`src/rtl/ecc_rmw_pkg.sv`:
```
package ecc_rmw_pkg;

    localparam int QW_BITS      = 64;
    localparam int CODE_BITS    = 8;
    localparam int BYTES_PER_QW = QW_BITS / 8;
    localparam int HAM_BITS     = CODE_BITS - 1;
    localparam int LAST_POS     = QW_BITS + HAM_BITS;
    localparam logic [HAM_BITS-1:0] LAST_POS_S = HAM_BITS'(LAST_POS);

    typedef logic [QW_BITS-1:0]   qword_t;
    typedef logic [CODE_BITS-1:0] code_t;

    typedef enum logic [1:0] {
        MODE_OFF     = 2'd0,
        MODE_DETECT  = 2'd1,
        MODE_CORRECT = 2'd2,
        MODE_RSVD    = 2'd3
    } ecc_mode_e;

    typedef enum logic [1:0] {
        ST_IDLE  = 2'd0,
        ST_READ  = 2'd1,
        ST_MERGE = 2'd2
    } seq_state_e;

    typedef struct packed {
        qword_t data;
        logic   ce;
        logic   ue;
    } dec_res_t;

    function automatic logic is_pow2(int p);
        return (p & (p - 1)) == 0;
    endfunction

    // XOR of the Hamming positions of all set data bits
    function automatic logic [HAM_BITS-1:0] ham_syn(qword_t d);
        logic [HAM_BITS-1:0] s;
        qword_t t;
        s = '0;
        t = d;
        for (int p = 1; p <= LAST_POS; p++) begin
            if (!is_pow2(p)) begin
                if (t[0]) s = s ^ p[HAM_BITS-1:0];
                t = t >> 1;
            end
        end
        return s;
    endfunction

    // flip the data bit that sits at Hamming position pos
    function automatic qword_t flip_at(qword_t d, logic [HAM_BITS-1:0] pos);
        qword_t m;
        qword_t r;
        m = qword_t'(1);
        r = d;
        for (int p = 1; p <= LAST_POS; p++) begin
            if (!is_pow2(p)) begin
                if (p[HAM_BITS-1:0] == pos) r = r ^ m;
                m = m << 1;
            end
        end
        return r;
    endfunction

endpackage

```
`src/rtl/ecc_lane_enc.sv`:
```
module ecc_lane_enc
    import ecc_rmw_pkg::*;
(
    input  qword_t data_i,
    output code_t  code_o
);
    logic [HAM_BITS-1:0] syn;

    always_comb begin
        syn    = ham_syn(data_i);
        code_o = {^{data_i, syn}, syn};
    end
endmodule

```
`src/rtl/ecc_lane_dec.sv`:
```
module ecc_lane_dec
    import ecc_rmw_pkg::*;
(
    input  qword_t   data_i,
    input  code_t    code_i,
    output dec_res_t res_o
);
    logic [HAM_BITS-1:0] syn;
    logic                odd;

    always_comb begin
        syn        = ham_syn(data_i) ^ code_i[HAM_BITS-1:0];
        odd        = ^{data_i, code_i};
        res_o.data = data_i;
        res_o.ce   = 1'b0;
        res_o.ue   = 1'b0;
        if (odd) begin
            if (syn <= LAST_POS_S) begin
                res_o.ce   = 1'b1;
                res_o.data = flip_at(data_i, syn);
            end else begin
                res_o.ue = 1'b1;
            end
        end else if (syn != '0) begin
            res_o.ue = 1'b1;
        end
    end
endmodule

```
`src/rtl/ecc_err_stats.sv`:
```
module ecc_err_stats #(
    parameter int AW    = 16,
    parameter int CNT_W = 8
) (
    input  logic             clk,
    input  logic             rst,
    input  logic             ce_ev_i,
    input  logic             ue_ev_i,
    input  logic [AW-1:0]    addr_i,
    output logic             ce_pulse_o,
    output logic             ue_pulse_o,
    output logic [AW-1:0]    ue_addr_o,
    output logic [CNT_W-1:0] ce_cnt_o,
    output logic [CNT_W-1:0] ue_cnt_o
);
    localparam logic [CNT_W-1:0] CNT_MAX = '1;

    always_ff @(posedge clk) begin
        if (rst) begin
            ce_pulse_o <= 1'b0;
            ue_pulse_o <= 1'b0;
            ue_addr_o  <= '0;
            ce_cnt_o   <= '0;
            ue_cnt_o   <= '0;
        end else begin
            ce_pulse_o <= ce_ev_i;
            ue_pulse_o <= ue_ev_i;
            if (ce_ev_i && ce_cnt_o != CNT_MAX) ce_cnt_o <= ce_cnt_o + 1'b1;
            if (ue_ev_i && ue_cnt_o != CNT_MAX) ue_cnt_o <= ue_cnt_o + 1'b1;
            if (ue_ev_i) ue_addr_o <= addr_i;
        end
    end
endmodule

```
`src/rtl/ecc_rmw_datapath.sv`:
```
module ecc_rmw_datapath
    import ecc_rmw_pkg::*;
#(
    parameter int AW    = 16,
    parameter int LANES = 2,
    parameter int CNT_W = 8,
    localparam int LW   = QW_BITS + CODE_BITS,
    localparam int DW   = LANES * QW_BITS,
    localparam int MW   = LANES * LW,
    localparam int BW   = LANES * BYTES_PER_QW,
    localparam int EW   = LANES * (BYTES_PER_QW + 1)
) (
    input  logic             clk,
    input  logic             rst,
    input  logic [1:0]       mode,
    input  logic             req_valid,
    output logic             req_ready,
    input  logic             req_write,
    input  logic [AW-1:0]    req_addr,
    input  logic [DW-1:0]    req_wdata,
    input  logic [BW-1:0]    req_be,
    output logic             rsp_valid,
    output logic [DW-1:0]    rsp_rdata,
    output logic             mem_rd_en,
    output logic             mem_wr_en,
    output logic [AW-1:0]    mem_addr,
    output logic [MW-1:0]    mem_wdata,
    output logic [EW-1:0]    mem_wbe,
    input  logic             mem_rvalid,
    input  logic [MW-1:0]    mem_rdata,
    output logic             err_ce_pulse,
    output logic             err_ue_pulse,
    output logic [AW-1:0]    err_addr,
    output logic [CNT_W-1:0] ce_count,
    output logic [CNT_W-1:0] ue_count
);
    localparam int LBE = BYTES_PER_QW + 1;

    seq_state_e        state;
    ecc_mode_e         mode_q;
    logic [AW-1:0]     addr_q;
    logic [DW-1:0]     wdata_q;
    logic [BW-1:0]     be_q;
    logic              rd_q, wr_q, rsp_q;
    logic [MW-1:0]     wword_q;
    logic [EW-1:0]     wbe_q;
    logic [DW-1:0]     rsp_data_q;

    logic              correcting, checking, needs_rmw, ev_valid;
    logic [LANES-1:0]  lane_partial, lane_ce, lane_ue;
    logic [DW-1:0]     corr_data, raw_data;
    logic [MW-1:0]     direct_word, rmw_word;
    logic [EW-1:0]     direct_wbe, rmw_wbe;

    assign correcting = (mode_q == MODE_CORRECT) || (mode_q == MODE_RSVD);
    assign checking   = (mode_q != MODE_OFF);
    assign needs_rmw  = (mode != MODE_OFF) && (|lane_partial);

    for (genvar l = 0; l < LANES; l++) begin : g_lane
        qword_t raw_d, base_d, merged_d;
        code_t  raw_c, merged_c, direct_c;
        dec_res_t dres;
        logic [BYTES_PER_QW-1:0] be_in, be_st;

        assign be_in = req_be[l*BYTES_PER_QW +: BYTES_PER_QW];
        assign be_st = be_q[l*BYTES_PER_QW +: BYTES_PER_QW];
        assign raw_d = mem_rdata[l*LW +: QW_BITS];
        assign raw_c = mem_rdata[l*LW + QW_BITS +: CODE_BITS];

        ecc_lane_dec u_dec (.data_i(raw_d), .code_i(raw_c), .res_o(dres));

        assign base_d = correcting ? dres.data : raw_d;
        for (genvar b = 0; b < BYTES_PER_QW; b++) begin : g_byte
            assign merged_d[b*8 +: 8] = be_st[b] ? wdata_q[l*QW_BITS + b*8 +: 8]
                                                 : base_d[b*8 +: 8];
        end

        ecc_lane_enc u_menc (.data_i(merged_d), .code_o(merged_c));
        ecc_lane_enc u_denc (.data_i(req_wdata[l*QW_BITS +: QW_BITS]), .code_o(direct_c));

        assign lane_partial[l] = (be_in != '0) && (be_in != '1);
        assign lane_ce[l]      = dres.ce;
        assign lane_ue[l]      = dres.ue;
        assign corr_data[l*QW_BITS +: QW_BITS] = dres.data;
        assign raw_data[l*QW_BITS +: QW_BITS]  = raw_d;

        assign direct_word[l*LW +: LW] = {direct_c, req_wdata[l*QW_BITS +: QW_BITS]};
        assign direct_wbe[l*LBE +: LBE] = (mode == MODE_OFF) ? {1'b0, be_in} : {LBE{|be_in}};
        assign rmw_word[l*LW +: LW]    = {merged_c, merged_d};
        assign rmw_wbe[l*LBE +: LBE]   = {LBE{|be_st}};
    end

    always_ff @(posedge clk) begin
        if (rst) begin
            state      <= ST_IDLE;
            mode_q     <= MODE_OFF;
            addr_q     <= '0;
            wdata_q    <= '0;
            be_q       <= '0;
            rd_q       <= 1'b0;
            wr_q       <= 1'b0;
            rsp_q      <= 1'b0;
            wword_q    <= '0;
            wbe_q      <= '0;
            rsp_data_q <= '0;
        end else begin
            rd_q  <= 1'b0;
            wr_q  <= 1'b0;
            rsp_q <= 1'b0;
            case (state)
                ST_IDLE: if (req_valid) begin
                    mode_q  <= ecc_mode_e'(mode);
                    addr_q  <= req_addr;
                    wdata_q <= req_wdata;
                    be_q    <= req_be;
                    if (!req_write) begin
                        rd_q  <= 1'b1;
                        state <= ST_READ;
                    end else if (needs_rmw) begin
                        rd_q  <= 1'b1;
                        state <= ST_MERGE;
                    end else begin
                        wr_q    <= 1'b1;
                        wword_q <= direct_word;
                        wbe_q   <= direct_wbe;
                    end
                end
                ST_READ: if (mem_rvalid) begin
                    state <= ST_IDLE;
                    if (correcting) begin
                        rsp_q      <= 1'b1;
                        rsp_data_q <= corr_data;
                    end
                end
                ST_MERGE: if (mem_rvalid) begin
                    wr_q    <= 1'b1;
                    wword_q <= rmw_word;
                    wbe_q   <= rmw_wbe;
                    state   <= ST_IDLE;
                end
                default: state <= ST_IDLE;
            endcase
        end
    end

    assign req_ready = (state == ST_IDLE);
    assign mem_rd_en = rd_q;
    assign mem_wr_en = wr_q;
    assign mem_addr  = addr_q;
    assign mem_wdata = wword_q;
    assign mem_wbe   = wbe_q;

    assign rsp_valid = rsp_q | ((state == ST_READ) && mem_rvalid && !correcting);
    assign rsp_rdata = rsp_q ? rsp_data_q : raw_data;

    assign ev_valid = (state != ST_IDLE) && mem_rvalid && checking;

    ecc_err_stats #(.AW(AW), .CNT_W(CNT_W)) u_stats (
        .clk        (clk),
        .rst        (rst),
        .ce_ev_i    (ev_valid && (|lane_ce)),
        .ue_ev_i    (ev_valid && (|lane_ue)),
        .addr_i     (addr_q),
        .ce_pulse_o (err_ce_pulse),
        .ue_pulse_o (err_ue_pulse),
        .ue_addr_o  (err_addr),
        .ce_cnt_o   (ce_count),
        .ue_cnt_o   (ue_count)
    );
endmodule

```
`config.mk`:
```
export PLATFORM = sky130hd
export DESIGN_NAME = ecc_rmw_datapath
export DESIGN_NICKNAME = d
export VERILOG_FILES = /design/src/rtl/ecc_rmw_pkg.sv /design/src/rtl/ecc_lane_enc.sv /design/src/rtl/ecc_lane_dec.sv /design/src/rtl/ecc_err_stats.sv /design/src/rtl/ecc_rmw_datapath.sv
export SDC_FILE = /design/constraint.sdc
export NUM_CORES = 2
export LEC_CHECK = 0
export BUFFER_PORTS_ARGS = -buffer_cell sky130_fd_sc_hd__buf_2
export CAP_MARGIN = 5
export CORE_AREA = 2 2 258 260
export CTS_BUF_LIST = sky130_fd_sc_hd__clkbuf_8
export DETAILED_ROUTE_END_ITERATION = 8
export DIE_AREA = 0 0 260 262
export PLACE_DENSITY = 0.76
export SYNTH_ARGS = -nofsm -noshare
export SYNTH_HDL_FRONTEND = slang
export SYNTH_SLANG_ARGS = --single-unit
```
`constraint.sdc`:
```
create_clock -name clk -period 21.2 [get_ports clk]
set_clock_uncertainty 0.2 [all_clocks]
set_input_delay 4.24 -clock clk [delete_from_list [all_inputs] [get_ports clk]]
set_output_delay 4.24 -clock clk [all_outputs]
set_load 0.02 [all_outputs]
```
==> Yosys cells after proc, flatten, opt, wreduce, memory -nomap -nowiden <==
Cells that the tools add are included.
{ "totals": {"reg_bits": 491, "input_bits": 311} }
{ "classes": {"add_sub_neg": 2, "magnitude_cmp": 2, "n_eq_ne": 142, "n_mux": 1070, "bitwise": 513, "n_reduce_logical": 43} }
{ "op_table": {"columns": ["operator", "count"], "rows": [
  ["two-way mux 64 bit", 632],
  ["bitwise XOR 64 bit", 126],
  ["two-way mux 6 bit", 186],
  ["two-way mux 144 bit", 4],
  ["two-way mux 5 bit", 90],
  ["== test 6 x 7 -> 1 bit, first input constant", 62],
  ["inverter 3 bit", 138],
  ["inverter 4 bit", 96],
  ["two-way mux 7 bit", 42],
  ["case mux 144 bit (2 select lines)", 1],
  ["XOR reduction 71 bit", 4],
  ["two-way mux 65 bit", 4],
  ["== test 5 x 7 -> 1 bit, first input constant", 30],
  ["inverter 2 bit", 102],
  ["inverter 5 bit", 36],
  ["two-way mux 4 bit", 42],
  ["XOR reduction 72 bit", 2],
  ["two-way mux 128 bit", 1],
  ["two-way mux 8 bit", 16],
  ["== test 4 x 7 -> 1 bit, first input constant", 14],
  ["== test 7 bit, first input constant", 14],
  ["two-way mux 18 bit", 4],
  ["two-way mux 3 bit", 18],
  ["== test 3 x 7 -> 1 bit, first input constant", 6],
  ["other kinds (32)", 102]
]} }

==> Longest topological paths before layout <==
{ "depth": {"ltp_word": 516, "depth_mapped": 20, "mapped_depth_nobuf": 16} }

==> By module <==
Synthesis repeated with hierarchy kept, for this count alone.
{ "hier_totals": {"hier_cells": 3584, "area_unflattened_um2": 33606.0} }
{ "modules_own_cells": {"columns": ["module", "instances", "cells_per_inst", "area_per_inst_um2", "seq_area_each_um2"], "rows": [
  ["ecc_rmw_datapath", 1, 2358, 21036.4, 9148.8],
  ["ecc_lane_enc", 4, 117, 1272.5, 0.0],
  ["ecc_lane_dec at g_lane[1].u_dec", 1, 307, 3363.2, 0.0],
  ["ecc_lane_dec at g_lane[0].u_dec", 1, 304, 2632.5, 0.0],
  ["ecc_err_stats", 1, 147, 1483.9, 680.7]
]} }

==> Least setup slack after synthesis <==
Ideal clock, no wire load.
{ "synth_timing": {"path_kind": "input -> register", "start": "in mem_rdata[89]", "end": "reg wword_q[143] (netlist: mem_wdata[143])", "setup_ns": 0.073, "t_arrival_ns": 9.375, "setup_slack_ns": 11.552, "path_stages": 18, "path_cell_list": "buf_2 xnor3_1 xnor3_2 xnor3_1 xnor3_2 or2_2 or2_1 buf_2 o21a_1 o31ai_1 xnor3_1 xnor3_1 xnor3_1 xnor2_2 xnor3_1 xnor3_1 o21a_1 nor3_2"} }
{ "synth_rtl": {"columns": ["element", "line_no", "rtl"], "rows": [
  ["start, declared", "ecc_rmw_datapath.sv:30", "input logic [MW-1:0] mem_rdata,"],
  ["end signal, assigned", "ecc_rmw_datapath.sv:124", "wword_q <= direct_word;"],
  ["end signal, assigned", "ecc_rmw_datapath.sv:137", "wword_q <= rmw_word;"],
  ["end, declared", "ecc_rmw_datapath.sv:45", "logic [MW-1:0] wword_q;"]
]} }

==> results.toml <==
[floorplan]
std_cell_rows = 94
chipWidth_microns = 260
chipHeight_microns = 262
top_level_ports = 655
fp.coreArea_sq_mm = 0.0653
initial_utilization_pct = 52.5
die-area_sq_mm = 0.0681

[global_routing]
grt_use_met3_pct = 13.1
overflow = 0
busiest_layer = "met2"
grt_max_degree = 120
grt.met1_usage_pct = 55.3
initial_antenna_violation_count = 9
grt_first_pass_wirelength_microns = 201000
grt_util_met2_pct = 57.2
grt_pass1_vias = 30100
grt_usage_pct = 39.8

[setup_path]
cp_max_fo = 16
crit_required_ps = 21660
arrival_time_at_the_worst_endpoint_ps = 10790
worst-setup-path-type = "in -> reg"
timing.critical_path.to_type = "flip-flop"
worstSetupStartpointType = "primary input"

[detailed_routing]
antenna_viol_nets_final = 0
firstDrtPassIters = 6
route.detailed.vias_per_inst = 6.12
routed-via-count = 33500
drc_errors = 0
routedWlPerCell_microns = 25.8
initialDrtViolationCount = 4480
drt-total-wl_microns = 142000

[logic_synthesis]
synth_top_area_cell = "dfxtp_1"
synth_edf_count = 0
synth_async_sr_flop_share_pct = 0
yosysWarnings = 0
synth_cell_type_count = 72
syn_nets = 4436
post_synth_main_area_contributors = "dfxtp_1 29%, xnor2_1 14%, xnor3_1 6.3%"
postSynthAreaPerCell_sq_um = 8.32
postSynthRegisterBits = 491
synth-main-ff-cell = "dfxtp_1"
yosys.area.top_type_share_pct = 28.7
netlist_instances = 4120
syn-cell-area_sq_mm = 0.0343
synth_seq_area_share_pct = 28.7

[clock_network]
tritoncts_num_sinks = 491
clock_tree_from_tritoncts = "built"
root_buffer = "clkbuf_8"
cts_inserted_buffers = 90
cts_resized = 0
cts_max_path_buffers = 3
htree_num_levels = 3
post_cts_setup_repair_bufs = 0
clk-insertion-delay-late_ps = 750
clkTransAtPathRegs_ps = 60
holdBufCountCts = 0

[layout]
area.growth.synth_to_final_pct = 15.4
final_cell_mix = "653 x buf_2, 541 x xnor2_1, 515 x nand2_1, 490 x dfxtp_1, 412 x nor2_1"
fraction_of_final_layout_cells_sized_beyond_drive_strength_1_pct = 21.9
finalNetCount = 4854
final_common_cell = "buf_2"

[timing]
achievable_frequency_ghz = 0.0968
worst_tran_pin_value_ps = 1320
final_worst_path_setup_slack_ps = 10870
setup_repair_after_global_routing_missed_its_margin = "no"
min_period_ps = 10330
timing.max_slew.rel_slack_pct = 11.3
timing_hold_violations_final = 0
fin_setup_tns_ps = 0
drv_slew = 0
final_min_period_over_clock_period_pct = 48.7
setup_viol_count_final = 0

[power_and_ir_drop]
vdd_ir_drop_max_mv = 0.123
powerDensity_mw_per_mm2 = 128
leakagePower_nw = 15.9

[outcome]
outcome = "finished clean"

[placement]
gp_congestion = 1.06
dp_slack_ps = 10380
hpwl_reported_at_the_end_of_detailed_placement_microns = 106000
port_buffers = 654

[hold_path]
timing.hold.worst.class = "reg -> reg"

[job]
drv.max_cap_violation_count = 0
## final timing paths
path / end / depth (start not counted) / slack, ps / startpoint
worst min register to register: wdata_q[56] / 2 / 250 / wdata_q[56]
worst max-delay path: mem_wdata[65] / 15 / 10870 / mem_rdata[12]
worst min-delay path: wdata_q[56] / 2 / 250 / wdata_q[56]
worst max register to register: mem_wdata[143] / 14 / 15380 / mode_q[1]
## sequential cells by signal, indices dropped and copies added, names as in the netlist, 2 cells and up
name,flops
state,2
mem_wdata,144
u_stats.ue_cnt_o,8
wdata_q,128
u_stats.ue_addr_o,16
mem_wbe,18
be_q,16
mode_q,2
u_stats.ce_cnt_o,8
mem_addr,16
rsp_data_q,128
## layout make-up
class	count	area [sq um]
Clock buffer	116	1600
Tap cell	864	1080
Clock inverter	48	368
Inverter	27	104
Fill cell	5989	25700
Sequential cell	491	9830
Multi-Input combinational cell	3230	23000
Antenna cell	4	10.0
Timing Repair Buffer	698	3610
## cell usage after synthesis (14+ instances only)
master,count
xnor2_1,541
nand2_1,516
dfxtp_1,491
nor2_1,415
clkbuf_1,329
a21oi_1,196
xor2_1,193
o21ai_0,182
nor3_1,134
mux2_2,127
a211oi_1,121
or3_1,120
mux2i_1,101
a311oi_1,100
xnor3_1,96
o211a_1,60
nand2b_1,44
o21a_1,36
o31ai_1,34
buf_2,22
inv_1,22
nand4_1,22
a31oi_1,21
nand3_1,20
buf_1,18
nor4_1,14
## stage by stage
step,instance area [sq um],power [mW],hold WS (ps),util (%),std cells
floorplan,34300,3.21,231,-,4120
global placement,37600,3.99,237,57.6,5310
detailed placement,37600,3.99,242,57.6,5310
CTS,39600,5.00,250,60.6,5474
global route,39600,5.28,268,60.6,5477
finish,39600,5.08,251,60.6,5478
## critical path, cell delays in order
cell      delay, ps
buf_2           150
xnor3_1         430
xnor2_1         330
xnor3_1         570
xnor2_1         920
nand3_1         720
or3_1           680
a31oi_1         570
xor3_1          360
xnor3_1         490
xnor3_1         460
xnor3_1         370
nand2b_1        160
a21o_1          200
a21oi_1         130
## power by group
part	leakage, nW	total [mW]	switching, mW	internal [mW]
combinational	10.8	2.98	1.81	1.17
sequential	4.01	1.10	0.0738	1.02
clock	1.11	1.00	0.464	0.537
## layer usage
layer / up-vias / share of wire, %
li1: 15000 / -
met1: 15900 / 40
met2: 2213 / 42
met3: 367 / 14
met4: 10 / 4.0
met5: - / 0.041
## logic make-up (layout without fill, tap and decap cells)
kind of cell    after synthesis  in the layout  synth area share (%)
flops                       491            491                  28.7
fa+ha+maj                     5              5                 0.183
xor+xnor                    849            849                  26.3
simple gates               1329           1329                  17.1
buf+inv                     399            889                  4.48
compound gates              819            819                  16.2
other cells                   0              4                     0
mux                         228            228                  7.12
Note: power is estimated with default switching activity, not from simulation.
